<file path="src/rtl/uart_fe_pkg.sv">
// Shared types and helpers for the UART framing engine.
// Assumes the line-format byte is decoded identically by transmitter and receiver.
package uart_fe_pkg;

    typedef struct packed {
        logic       par_en;
        logic       par_even;
        logic       two_stop;
        logic [1:0] len_code;
    } line_fmt_t;

    // Number of data bits, 5..8.
    function automatic logic [3:0] data_bits(input line_fmt_t f);
        return 4'({2'b00, f.len_code}) + 4'd5;
    endfunction

    // Total bits on the wire: start + data + parity + stop(s).
    function automatic logic [3:0] frame_bits(input line_fmt_t f);
        return 4'd2 + data_bits(f) + 4'({3'b000, f.par_en}) + 4'({3'b000, f.two_stop});
    endfunction

    // Parity bit for the low data bits selected by the format.
    function automatic logic parity_bit(input logic [7:0] d, input line_fmt_t f);
        logic [7:0] m;
        m = d & (8'hFF >> (2'd3 - f.len_code));
        return f.par_even ? (^m) : ~(^m);
    endfunction

endpackage

</file>
<file path="src/rtl/uart_fe_cfg.sv">
// Holds the active line format and bit period.
// Assumes cfg_wr is a single-cycle strobe; a zero divisor discards the whole write.
module uart_fe_cfg
    import uart_fe_pkg::*;
#(
    parameter int DIV_W  = 16,
    parameter int FRAC_W = 3,
    parameter int PER_W  = DIV_W + 5
) (
    input  logic              clk,
    input  logic              rst_n,
    input  logic              cfg_wr,
    input  logic [7:0]        lcr_in,
    input  logic [DIV_W-1:0]  div_in,
    input  logic [FRAC_W-1:0] frac_in,
    output line_fmt_t         fmt,
    output logic [PER_W-1:0]  period
);

    logic unused_lcr_bits;
    assign unused_lcr_bits = ^{lcr_in[7:6], lcr_in[4]};

    // Capture format and period on a write with a nonzero divisor.
    always_ff @(posedge clk) begin
        if (!rst_n) begin
            fmt    <= '0;
            period <= PER_W'(16);
        end else if (cfg_wr && (div_in != '0)) begin
            fmt.par_en   <= lcr_in[5];
            fmt.par_even <= lcr_in[3];
            fmt.two_stop <= lcr_in[2];
            fmt.len_code <= lcr_in[1:0];
            period       <= (PER_W'(div_in) << 4) + PER_W'(frac_in) + PER_W'(16);
        end
    end


    zero_div_hold_chk: assert property (@(posedge clk) disable iff (!rst_n)
        (cfg_wr && div_in == '0) |=> ($stable(period) && $stable(fmt)));

endmodule

</file>
<file path="src/rtl/uart_fe_tx.sv">
// Transmit serialiser: builds a whole frame on acceptance and shifts it out.
// Assumes format and period are stable while a frame is being sent.
module uart_fe_tx
    import uart_fe_pkg::*;
#(
    parameter int PER_W = 21,
    localparam int FR_W = 12
) (
    input  logic             clk,
    input  logic             rst_n,
    input  line_fmt_t        fmt,
    input  logic [PER_W-1:0] period,
    input  logic             tx_valid,
    input  logic [7:0]       tx_data,
    output logic             tx_ready,
    output logic             txd
);

    logic             busy;
    logic [FR_W-1:0]  shreg;
    logic [FR_W-1:0]  frame;
    logic [PER_W-1:0] cnt;
    logic [3:0]       idx;
    logic [3:0]       nbits;
    logic [3:0]       dbits;

    // Assemble start, data, parity and idle-high stop bits.
    always_comb begin
        dbits = data_bits(fmt);
        frame = '1;
        frame[0] = 1'b0;
        for (int i = 0; i < 8; i++) begin
            if (4'(i) < dbits) frame[i+1] = tx_data[i];
        end
        if (fmt.par_en) frame[dbits + 4'd1] = parity_bit(tx_data, fmt);
    end

    // Accept a byte when idle, then shift one bit per period.
    always_ff @(posedge clk) begin
        if (!rst_n) begin
            busy  <= 1'b0;
            shreg <= '1;
            cnt   <= '0;
            idx   <= '0;
            nbits <= '0;
        end else if (!busy) begin
            if (tx_valid) begin
                busy  <= 1'b1;
                shreg <= frame;
                cnt   <= '0;
                idx   <= '0;
                nbits <= frame_bits(fmt);
            end
        end else if (cnt == period - PER_W'(1)) begin
            cnt   <= '0;
            shreg <= {1'b1, shreg[FR_W-1:1]};
            if (idx == nbits - 4'd1) busy <= 1'b0;
            else                     idx  <= idx + 4'd1;
        end else begin
            cnt <= cnt + PER_W'(1);
        end
    end

    assign tx_ready = !busy;
    assign txd      = busy ? shreg[0] : 1'b1;


    idle_line_high_chk: assert property (@(posedge clk) disable iff (!rst_n)
        tx_ready |-> txd);


    start_follows_accept_chk: assert property (@(posedge clk) disable iff (!rst_n)
        (tx_valid && tx_ready) |=> (!txd && !tx_ready));

endmodule

</file>
<file path="src/rtl/uart_fe_rx.sv">
// Receive deserialiser: synchronises the line, samples mid-bit, reports frames.
// Assumes format and period are stable while a frame is being received.
module uart_fe_rx
    import uart_fe_pkg::*;
#(
    parameter int PER_W = 21
) (
    input  logic             clk,
    input  logic             rst_n,
    input  line_fmt_t        fmt,
    input  logic [PER_W-1:0] period,
    input  logic             rxd_in,
    output logic             rx_valid,
    output logic [7:0]       rx_data,
    output logic             rx_par_err,
    output logic             rx_frm_err,
    output logic             rx_brk
);

    typedef enum logic [1:0] {RX_IDLE, RX_BITS, RX_WAIT_HI} rx_state_t;

    rx_state_t        st;
    logic             sync1, line;
    logic [PER_W-1:0] cnt;
    logic [PER_W-1:0] target;
    logic [3:0]       idx;
    logic [3:0]       nbits;
    logic [3:0]       dbits;
    logic [7:0]       data;
    logic             par_q;
    logic             frm_bad;
    logic             all_zero;
    logic             is_stop;

    assign dbits   = data_bits(fmt);
    assign target  = (idx == 4'd0) ? (period >> 1) : (period - PER_W'(1));
    assign is_stop = idx > (dbits + 4'({3'b000, fmt.par_en}));

    // Two-flop synchroniser for the asynchronous line.
    always_ff @(posedge clk) begin
        if (!rst_n) begin
            sync1 <= 1'b1;
            line  <= 1'b1;
        end else begin
            sync1 <= rxd_in;
            line  <= sync1;
        end
    end

    // Frame sequencing, mid-bit sampling and result reporting.
    always_ff @(posedge clk) begin
        if (!rst_n) begin
            st         <= RX_IDLE;
            cnt        <= '0;
            idx        <= '0;
            nbits      <= '0;
            data       <= '0;
            par_q      <= 1'b0;
            frm_bad    <= 1'b0;
            all_zero   <= 1'b1;
            rx_valid   <= 1'b0;
            rx_data    <= '0;
            rx_par_err <= 1'b0;
            rx_frm_err <= 1'b0;
            rx_brk     <= 1'b0;
        end else begin
            rx_valid <= 1'b0;
            unique case (st)
                RX_IDLE: if (!line) begin
                    st       <= RX_BITS;
                    cnt      <= '0;
                    idx      <= '0;
                    data     <= '0;
                    frm_bad  <= 1'b0;
                    all_zero <= 1'b1;
                    nbits    <= frame_bits(fmt);
                end
                RX_BITS: if (cnt != target) begin
                    cnt <= cnt + PER_W'(1);
                end else begin
                    cnt      <= '0;
                    all_zero <= all_zero & ~line;
                    if (idx == 4'd0 && line) begin
                        st <= RX_IDLE;
                    end else begin
                        if (idx != 4'd0 && idx <= dbits) data[3'(idx - 4'd1)] <= line;
                        if (fmt.par_en && idx == dbits + 4'd1) par_q <= line;
                        if (is_stop && !line) frm_bad <= 1'b1;
                        if (idx == nbits - 4'd1) begin
                            rx_valid   <= 1'b1;
                            rx_data    <= data;
                            rx_par_err <= fmt.par_en && (par_q != parity_bit(data, fmt));
                            rx_frm_err <= frm_bad | ~line;
                            rx_brk     <= all_zero & ~line;
                            st         <= line ? RX_IDLE : RX_WAIT_HI;
                        end else begin
                            idx <= idx + 4'd1;
                        end
                    end
                end
                RX_WAIT_HI: if (line) st <= RX_IDLE;
                default: st <= RX_IDLE;
            endcase
        end
    end


    single_pulse_chk: assert property (@(posedge clk) disable iff (!rst_n)
        rx_valid |=> !rx_valid);


    break_is_frame_err_chk: assert property (@(posedge clk) disable iff (!rst_n)
        (rx_valid && rx_brk) |-> (rx_frm_err && rx_data == 8'h00));

endmodule

</file>
<file path="src/rtl/uart_frame_engine.sv">
// Top of the UART framing engine: configuration, transmitter, receiver.
// Assumes clk is the baud reference clock and configuration changes only when idle.
module uart_frame_engine
    import uart_fe_pkg::*;
#(
    parameter int DIV_W  = 16,
    parameter int FRAC_W = 3
) (
    input  logic              clk,
    input  logic              rst_n,
    input  logic              cfg_wr,
    input  logic [7:0]        cfg_lcr,
    input  logic [DIV_W-1:0]  cfg_div,
    input  logic [FRAC_W-1:0] cfg_frac,
    input  logic              tx_valid,
    input  logic [7:0]        tx_data,
    output logic              tx_ready,
    output logic              txd,
    input  logic              rxd,
    output logic              rx_valid,
    output logic [7:0]        rx_data,
    output logic              rx_parity_err,
    output logic              rx_frame_err,
    output logic              rx_break
);

    localparam int PER_W = DIV_W + 5;

    line_fmt_t        fmt;
    logic [PER_W-1:0] period;

    uart_fe_cfg #(.DIV_W(DIV_W), .FRAC_W(FRAC_W), .PER_W(PER_W)) u_cfg (
        .clk(clk), .rst_n(rst_n), .cfg_wr(cfg_wr), .lcr_in(cfg_lcr),
        .div_in(cfg_div), .frac_in(cfg_frac), .fmt(fmt), .period(period)
    );

    uart_fe_tx #(.PER_W(PER_W)) u_tx (
        .clk(clk), .rst_n(rst_n), .fmt(fmt), .period(period),
        .tx_valid(tx_valid), .tx_data(tx_data), .tx_ready(tx_ready), .txd(txd)
    );

    uart_fe_rx #(.PER_W(PER_W)) u_rx (
        .clk(clk), .rst_n(rst_n), .fmt(fmt), .period(period), .rxd_in(rxd),
        .rx_valid(rx_valid), .rx_data(rx_data), .rx_par_err(rx_parity_err),
        .rx_frm_err(rx_frame_err), .rx_brk(rx_break)
    );

endmodule

</file>
<file path="config.mk">
export PLATFORM = sky130hd
export DESIGN_NAME = uart_frame_engine
export DESIGN_NICKNAME = d
export VERILOG_FILES = /design/src/rtl/uart_fe_pkg.sv /design/src/rtl/uart_fe_cfg.sv /design/src/rtl/uart_fe_tx.sv /design/src/rtl/uart_fe_rx.sv /design/src/rtl/uart_frame_engine.sv
export SDC_FILE = /design/constraint.sdc
export NUM_CORES = 1
export LEC_CHECK = 0
export BUFFER_PORTS_ARGS = -buffer_cell sky130_fd_sc_hd__buf_4
export CAP_MARGIN = 25
export CORE_MARGIN = 3
export CORE_UTILIZATION = 61
export CTS_BUF_LIST = sky130_fd_sc_hd__clkbuf_4 sky130_fd_sc_hd__clkbuf_8 sky130_fd_sc_hd__clkbuf_16
export DETAILED_ROUTE_END_ITERATION = 8
export MAX_ROUTING_LAYER = met4
export PLACE_DENSITY = 0.87
export SETUP_SLACK_MARGIN = 0.02
export SKIP_LAST_GASP = 1
export SYNTH_ARGS = -nofsm -noshare
export SYNTH_HDL_FRONTEND = slang
export SYNTH_SLANG_ARGS = --single-unit
</file>
<file path="constraint.sdc">
create_clock -name clk -period 5.3 [get_ports clk]
set_clock_uncertainty 0.2 [all_clocks]
set_input_delay 0 -clock clk [delete_from_list [all_inputs] [get_ports clk]]
set_output_delay 0 -clock clk [all_outputs]
set_load 0.05 [all_outputs]
</file>
Yosys cells after proc, flatten, opt, wreduce, memory -nomap -nowiden

Cells that the tools add are included.

Mux-type cells: 62
Magnitude comparators: 14
Reduce and logical (&&, ||, !) cells: 31
Bitwise operators: 12
Shift operators: 1
Equality and inequality tests: 18
$add $sub $neg: 17

Operator list:

| operator                | number |
|---|---|
| $mux W21                | 6 |
| $mux W12                | 4 |
| $add A21 B1 Y21 const B | 2 |
| $pmux W21 S2            | 1 |
| $mux W4                 | 8 |
| $mux W8                 | 4 |
| $mux W1                 | 24 |
| $add A20 B3 Y21         | 1 |
| $add A21 B5 Y21 const B | 1 |
| $eq A21 B21 Y1          | 1 |
| $ne A21 B21 Y1          | 1 |
| $sub A21 B1 Y21 const B | 1 |
| $and A8 B8 Y8           | 2 |
| $lt A3 B4 Y1 const A    | 4 |
| $pmux W8 S2             | 1 |
| $reduce_bool A16 Y1     | 1 |
| $reduce_xor A8 Y1       | 2 |
| $reduce_and A5 Y1       | 3 |
| $add A4 B1 Y4           | 3 |
| $add A4 B1 Y4 const B   | 3 |
| $bwmux W12              | 1 |
| $eq A4 B4 Y1            | 3 |
| $mux W2                 | 6 |
| $ne A2 B2 Y1 const B    | 6 |
| other kinds (38)        | 66 |

Output and inout bits: 14
Register bits after elaboration: 124
Input port bits: 40
Logic and storage cells: 180

Logic depth before layout (Yosys ltp)

Gate-level depths: netlist of the first run.

Depth after elaboration: 10
Gate-level depth with buffers: 15
Depth with buffers taken out: 12

Modules after synthesis

From an unflattened synthesis of the first run, not the netlist that was laid out.

Cell total of the unflattened synthesis: 1122
Area, all modules: 8917.3 µm²

Modules (own cells, without submodules):

| module      | instances | area each (µm²) | cells an instance |
|---|---|---|---|
| uart_fe_rx  | 1         | 4344.2          | 576 |
| uart_fe_tx  | 1         | 3352.0          | 413 |
| uart_fe_cfg | 1         | 1221.2          | 133 |

Worst setup path before layout of the first run

OpenSTA, ideal clock, no wires.

Path kind: register to register
Start: reg u_rx.idx[0]
End: reg u_rx.idx[3]
Arrival: 3.384 ns
Cell stages (with the launch flop): 13
Slack: 1.646 ns
Data required time: 5.030 ns
Period minus slack after synthesis: 3.654 ns
Path buffers: 3
Path through: dfxtp_1 -> clkbuf_1 -> inv_1 -> ha_1 -> or3b_2 -> clkbuf_1 -> clkbuf_1 -> o41ai_1 -> o2111ai_1 -> nor4_4 -> nand4_4 -> or4_1 -> a21oi_1

Cells in the longest elaborated chain, start to end: 5
Elaborated cells between the ends (all ways): 14

Ends and longest elaborated chain:

| element                                                  | line                                                 | RTL |
|---|---|---|
| start: declaration                                       | uart_fe_rx.sv:26                                     | `logic [3:0] idx;` |
| start signal: assignment                                 | uart_fe_rx.sv:97                                     | `idx <= idx + 4'd1;` |
| $add A4 B1 Y4 / $logic_not A4 Y1 (equally long branches) | uart_fe_rx.sv:97, uart_fe_rx.sv:36, uart_fe_rx.sv:83 |  |
| $mux W4 / $mux W21 (equally long branches)               | uart_fe_rx.sv:89, uart_fe_rx.sv:36                   |  |
| $mux W4 / $ne A21 B21 Y1 (equally long branches)         | uart_fe_rx.sv:83, uart_fe_rx.sv:78                   |  |
| $mux W4 / $ne A2 B2 Y1 (equally long branches)           | --                                                   |  |
| $pmux W4 S2 / $reduce_and A5 Y1 (equally long branches)  | --                                                   |  |

Parallel ways exist; a longest one is shown, timed or not. The select of a mux whose other input is x is not followed.
A chain may end at the register's enable or synchronous reset.

Final worst setup path of the first run

Start: reg u_cfg.period[5]
End: reg u_tx.shreg[7]

Cells in the longest elaborated chain, start to end: 4

Ends and longest elaborated chain:

| element                     | line              | RTL |
|---|---|---|
| start: declaration          | uart_fe_cfg.sv:17 | `output logic [PER_W-1:0] period` |
| start signal: assignment    | uart_fe_cfg.sv:33 | `period <= (PER_W'(div_in) << 4) + PER_W'(frac_in) + PER_W'(16);` |
| $sub A21 B1 Y21             | uart_fe_tx.sv:54  | `end else if (cnt == period - PER_W'(1)) begin` |
| $eq A21 B21 Y1              | uart_fe_tx.sv:54  |  |
| $ne A2 B2 Y1 (no line)      | --                |  |
| $reduce_and A2 Y1 (no line) | --                |  |
| end signal: assignment      | uart_fe_tx.sv:49  | `shreg <= frame;` |
| end signal: assignment      | uart_fe_tx.sv:56  | `shreg <= {1'b1, shreg[FR_W-1:1]};` |
| end: declaration            | uart_fe_tx.sv:20  | `logic [FR_W-1:0] shreg;` |

No other way between the ends.

==> run_results.csv, run 1 <==
group,metric,value,unit
global_routing,grt_pass1_wl,39300,um
clock_network,clockRootBuffer,"clkbuf_16",
clock_network,insertion_delay,0.43,ns
place,port_buffers,50,
floorplanning,std_cell_rows,41,
min_path,holdPathEnd,"u_tx.shreg[8]",
drt,drt_first_iter_violations,801,
synthesis,synth-seq-cells,123,
drt,drc,0,
setup_path,r2r_setup_slack,0.39,ns
timing,fin_crit,4.91,ns
cells_and_area,finish.utilization,74.6,%
cells_and_area,fill_cells,834,
place,dp_slack,1.18,ns
synthesis,synth_cell_types,74,
clock_network,numClockSinks,123,
place,gp_congestion,0.965,
cells_and_area,area_growth,17.8,%
timing,max_freq,204,MHz
setup_path,startpoint,"u_cfg.period[5]",
global_routing,grt_max_degree,48,
global_routing,antenna_found_initial,0,
timing,setup_viol,0,
setup_path,critPathKind,"reg2reg",
timing,hold_violations,0,
place,placedCellCount,1156,
global_routing,first_global_vias,7751,
synthesis,synth-edff-count,0,
setup_path,r2r_end,"u_tx.shreg[7]",
synthesis,ys_seq_area_share,30.5,%
synthesis,ys.warnings.count,0,
min_path,min_path_cells,6,
cells_and_area,layout-drive-gt1-share,11.2,%
setup_path,setup.worst_path.start_class,"register",
setup_path,cp-end-kind,"register",
flow_run,drv_cap,0,
floorplanning,dieArea,14700,um^2
synthesis,synth_area,8080,um^2
drt,drtPass1Iterations,6,
clock_network,htreeDepth,4,
floorplanning,core-area,12800,um^2
timing,fin_tns_setup,0,ns
floorplanning,die_w,121,um
floorplanning,io_pins,54,
floorplanning,chipHeight,121,um
timing,slew_headroom,38.7,%
synthesis,syn_avg_cell_area,8.18,um^2
drt,avgViaCountPerCell,6.51,
setup_path,critPathRequiredTime,5.42,ns
setup_path,rr_worst_depth,11,
clock_network,cts_tree,"done",
synthesis,synth_ff_type,"dfxtp_1",
clock_network,clockBufferDepth,2,
status,status,"finished, final reports clean",
clock_network,cts_buffers,17,
drt,routedWlPerCell,19.7,um
timing,setup_slack,0.392,ns
cells_and_area,n_antenna_cell,0,
global_routing,grt_use_total,34.5,%
global_routing,gr-total-overflow,0,
cells_and_area,fin_nets,1122,
pwr,power.total,2.56,mW
min_path,min_path_type,"in2reg",
cells_and_area,postLayoutCellArea,9520,um^2
setup_path,crit_fanout,11,
drt,routed_wl,24400,um
timing,period_share,92.6,%
pwr,leakage,3.56,nW
drt,antenna_left,0,
place,dpl.hpwl,14900,um
drt,vias,8041,
clock_network,clk_pin_slew,0.07,ns
timing,rsz0062_at_grt,"false",
setup_path,r2r-start,"u_cfg.period[5]",
timing,worst_pin_slew,0.918,ns
synthesis,async_flop_share,0,%
cells_and_area,layout.cells.non_filler,1236,
synthesis,syn_inst,988,
pwr,vdd_drop_max,0.328,mV
min_path,worstHoldStart,"tx_data[7]",
setup_path,cp_data_arrival_time,5.03,ns
place,placed_cell_area,8460,um^2
pwr,power_density,268,nW/um^2
synthesis,syn_nets,1059,
floorplanning,initial_utilization,63.3,%
timing,maxSlewViolCount,0,
timing,whs,0.0562,ns
-- per-layer routing --
layer / vias to the layer above / track usage, % / wire length [um]
met5: - / - / 0
met4: 0 / 15.9 / 1160
met1: 3808 / 39.6 / 9130
met2: 461 / 58.3 / 12100
met3: 136 / 6.62 / 2030
li1: 3636 / - / -
-- power by group --
group / total, mW / switching (mW) / internal, mW
Sequential: 1.01 / 0.0574 / 0.951
Combinational: 0.398 / 0.222 / 0.176
Clock: 1.15 / 0.476 / 0.674
-- flip-flops by register name, indices dropped and copies added, names as in the netlist, 2 cells and up --
| register | cells |
|---|---|
| u_rx.cnt | 21 |
| u_tx.cnt | 21 |
| u_cfg.period | 20 |
| u_tx.shreg | 12 |
| u_rx.data | 8 |
| u_rx.rx_data | 8 |
| u_cfg.fmt | 5 |
| u_rx.idx | 4 |
| u_rx.nbits | 4 |
| u_tx.idx | 4 |
| u_tx.nbits | 4 |
| u_rx.st | 2 |
-- cell type report --
cell class,instances,area (um^2),area share (%)
sequential,123,2460,25.9
clock buffer,19,447,4.69
tap,172,215,2.26
inverter,34,128,1.34
timing repair buffer,105,906,9.51
clock inverter,13,135,1.42
multi-input combinational,770,5230,54.9
-- worst max path at each step --
stage	to	slack, ns	cells after the start
finish	u_tx.shreg[7]	0.39	11
global route	u_tx.shreg[7]	0.22	11
CTS	u_tx.shreg[2]	0.75	11
detailed placement	u_rx.cnt[10]	1.18	11
global placement	u_rx.cnt[10]	1.26	11
floorplan	u_rx.idx[3]	1.65	12
-- worst max-delay path, stage by stage (launching register included) --
cell           delay [ns]
dfxtp_1              0.47
nor4_2               0.64
nand3_1              0.44
a2111oi_0            0.62
o2111ai_1            0.16
nor4_1               0.48
nand4_1              0.33
nor2b_1              0.30
buf_4                0.26
mux2i_1              0.23
nand2_1              0.08
dlygate4sd3_1        0.58
-- Yosys cell counts (22+ instances only) --
cell      count  share of area, %
nand3_1      42               2.6
nand2_1     103               4.8
ha_1         29               4.5
nor4_1       24               1.9
mux2i_1      35               4.3
o21ai_0      40               2.5
clkbuf_1     41               1.9
a211oi_1     22               2.0
inv_1        34               1.6
xor2_1       42               4.6
xnor2_1      84               9.1
nor2_1       95               4.4
a21oi_1      28               1.7
nor3_1       22               1.4
dfxtp_1     123                30
-- layout by cell type (no fill, tap or decap), types with 35 or more instances in the layout --
master / synthesis / layout
dfxtp_1: 123 / 123
nand2_1: 103 / 103
nor2_1: 95 / 95
xnor2_1: 84 / 84
buf_4: 3 / 56
dlygate4sd3_1: 0 / 48
nand3_1: 42 / 42
xor2_1: 42 / 42
o21ai_0: 40 / 40
mux2i_1: 35 / 35
-- repair_timing --
item,CTS,global route
hold buffers,48,0
setup buffers,0,0
setup endpoints to repair,0,0
resized for setup,0,0
hold endpoints to repair,67,0
-- logic make-up after synthesis --
group / share of synthesized area [%]
compound gates: 13.8
mux: 4.89
fa+ha+maj: 4.98
xor+xnor: 14.2
flops: 30.5
simple gates: 26.6
buf+inv: 5.06
Note: power is estimated with default switching activity, not from simulation.
==> run 2, diff against run 1 <==
==> constraint.sdc (replaced) <==
create_clock -name clk -period 5.8 [get_ports clk]
set_clock_uncertainty 0.2 [all_clocks]
set_input_delay 0 -clock clk [delete_from_list [all_inputs] [get_ports clk]]
set_output_delay 0 -clock clk [all_outputs]
set_load 0.05 [all_outputs]
==> run 2 against run 1 <==
Via count is 3.2% lower. Final cell count hardly changed. Power is 5.6% lower. Clock-buffer cell count is 1 lower. Sequential share of layout area is 0.15 points lower. Design area is 0.59% higher. Die area stayed put. Global-route usage is 1.6 points lower. First-iteration DRC count is 5.1% lower. Register-to-register slack better by 0.71 ns. Sequential power is 9% lower. Core utilization is 0.44 points higher. Largest cell class unchanged. Highest routed layer unchanged.
==> run_results.csv, run 2 (synthesized netlist as in run 1, its figures left out) <==
group,metric,value,unit
status,status,"finished, final reports clean",
cells_and_area,reg_top3,"u_rx.cnt (21), u_tx.cnt (21), u_cfg.period (20)",
min_path,min_path_cells,7,
drt,drt_first_iter_violations,760,
place,dpl.hpwl,14700,um
drt,routedWlPerCell,18.8,um
global_routing,first_global_vias,7639,
place,port_buffers,50,
global_routing,gr-total-overflow,0,
clock_network,cts_buffers,17,
setup_path,rr_worst_depth,14,
clock_network,insertion_delay,0.42,ns
timing,rsz0062_at_grt,"false",
setup_path,crit_fanout,10,
timing,max_freq,213,MHz
timing,slew_headroom,36.6,%
setup_path,r2r_setup_slack,1.10,ns
setup_path,r2r-start,"u_cfg.period[0]",
setup_path,setup.worst_path.start_class,"register",
drt,avgViaCountPerCell,6.29,
floorplanning,die_w,121,um
timing,fin_crit,4.70,ns
setup_path,cp-end-kind,"register",
cells_and_area,layout-drive-gt1-share,11.1,%
pwr,power_density,252,nW/um^2
setup_path,r2r_end,"u_tx.shreg[4]",
timing,maxSlewViolCount,0,
global_routing,grt_use_total,32.9,%
clock_network,clockBufferDepth,2,
drt,drc,0,
timing,setup_viol,0,
floorplanning,dieArea,14700,um^2
pwr,vdd_drop_max,0.307,mV
timing,hold_violations,0,
global_routing,grt_pass1_wl,37500,um
floorplanning,initial_utilization,63.3,%
timing,period_share,81.0,%
floorplanning,core-area,12800,um^2
cells_and_area,fin_nets,1123,
cells_and_area,area_growth,18.5,%
timing,fin_tns_setup,0,ns
clock_network,clockRootBuffer,"clkbuf_16",
global_routing,grt_max_degree,49,
drt,antenna_left,0,
cells_and_area,finish.utilization,75.0,%
setup_path,critPathRequiredTime,5.91,ns
floorplanning,chipHeight,121,um
floorplanning,io_pins,54,
setup_path,cp_data_arrival_time,4.81,ns
timing,worst_pin_slew,0.950,ns
drt,routed_wl,23200,um
clock_network,htreeDepth,4,
setup_path,startpoint,"u_cfg.period[0]",
cells_and_area,layout_common_cells,"123 x dfxtp_1, 103 x nand2_1, 95 x nor2_1",
global_routing,antenna_found_initial,1,
min_path,min_path_type,"in2reg",
cells_and_area,layout_commonest_cell,"dfxtp_1",
drt,drtPass1Iterations,6,
setup_path,critPathCapture,"u_tx.shreg[4]",
clock_network,numClockSinks,123,
drt,vias,7780,
place,gp_congestion,1.01,
setup_path,critPathKind,"reg2reg",
pwr,leakage,3.60,nW
floorplanning,std_cell_rows,41,
flow_run,drv_cap,0,
clock_network,clk_pin_slew,0.06,ns
clock_network,cts_tree,"done",
[run 2: cell types whose count changed in the layout (fill, tap and decap cells not counted), sizes merged]
cell | previous run | this run
inv | 39 | 37
diode | 0 | 1
bufinv | 1 | 4
dlygate4sd3 | 48 | 49
clkbuf | 19 | 18
clkinvlp | 4 | 1
clkinv | 3 | 5
[run 2: timing repair]
action / 4_1_cts / 5_1_grt
hold buffers: 49 / 0
buffers inserted: 0 / 0
resized for setup: 0 / 0
endpoints found under the hold margin: 70 / 0
[run 2: critical path, stage by stage (launching register included)]
cell and delay, ns:
dfxtp_1 0.48, inv_1 0.10, ha_1 0.26, ha_1 0.30, xnor2_1 0.45, xnor2_1 0.11
a2111oi_0 0.37, nand4_1 0.14, nor4_1 0.42, nand4_1 0.31, nor2b_1 0.32, buf_4 0.27
mux2i_1 0.17, nand2_1 0.08, dlygate4sd3_1 0.59
[run 2: per-stage QoR]
stage	power (mW)	hold slack, ns	setup WS (ns)	cell area [um^2]	instances
floorplan	1.16	-0.0985	2.15	8080	988
global placement	1.24	-0.00907	1.75	8460	1155
detailed placement	1.25	-0.00912	1.68	8460	1156
CTS	2.39	0.00432	1.26	9580	1236
global route	2.49	0.0454	0.880	9580	1237
finish	2.41	0.0213	1.10	9580	1237
[run 2: final cells by class]
| type | instances | area, um^2 |
|---|---|---|
| diodes | 1 | 2.50 |
| repair buffers | 106 | 918 |
| multi-input cells | 770 | 5230 |
| clock inverters | 13 | 190 |
| inverters | 34 | 128 |
| fillers | 833 | 3190 |
| clock buffers | 18 | 433 |
| flip-flops and latches | 123 | 2460 |
| well taps | 172 | 215 |
[run 2: layer usage]
layer  share of wire, %  wire, um  track usage, %
met1                 40      9180            37.2
met2                 49     11300            54.4
met3                6.7      1570            7.09
met4                5.1      1180            17.5
met5                  0         0               -
[run 2: worst min-delay path by stage]
| stage | from | to |
|---|---|---|
| 2_1_floorplan | rxd | u_rx.sync1 |
| 6_report | tx_data[6] | u_tx.shreg[7] |
| 3_5_place_dp | rxd | u_rx.sync1 |
| 4_1_cts | tx_data[6] | u_tx.shreg[7] |
| 5_1_grt | tx_data[6] | u_tx.shreg[7] |
| 3_3_place_gp | rxd | u_rx.sync1 |
[run 2: power breakdown]
part	switching, mW	internal (mW)
Sequential	0.0513	0.869
Combinational	0.199	0.161
Clock	0.407	0.725
Total	0.658	1.76
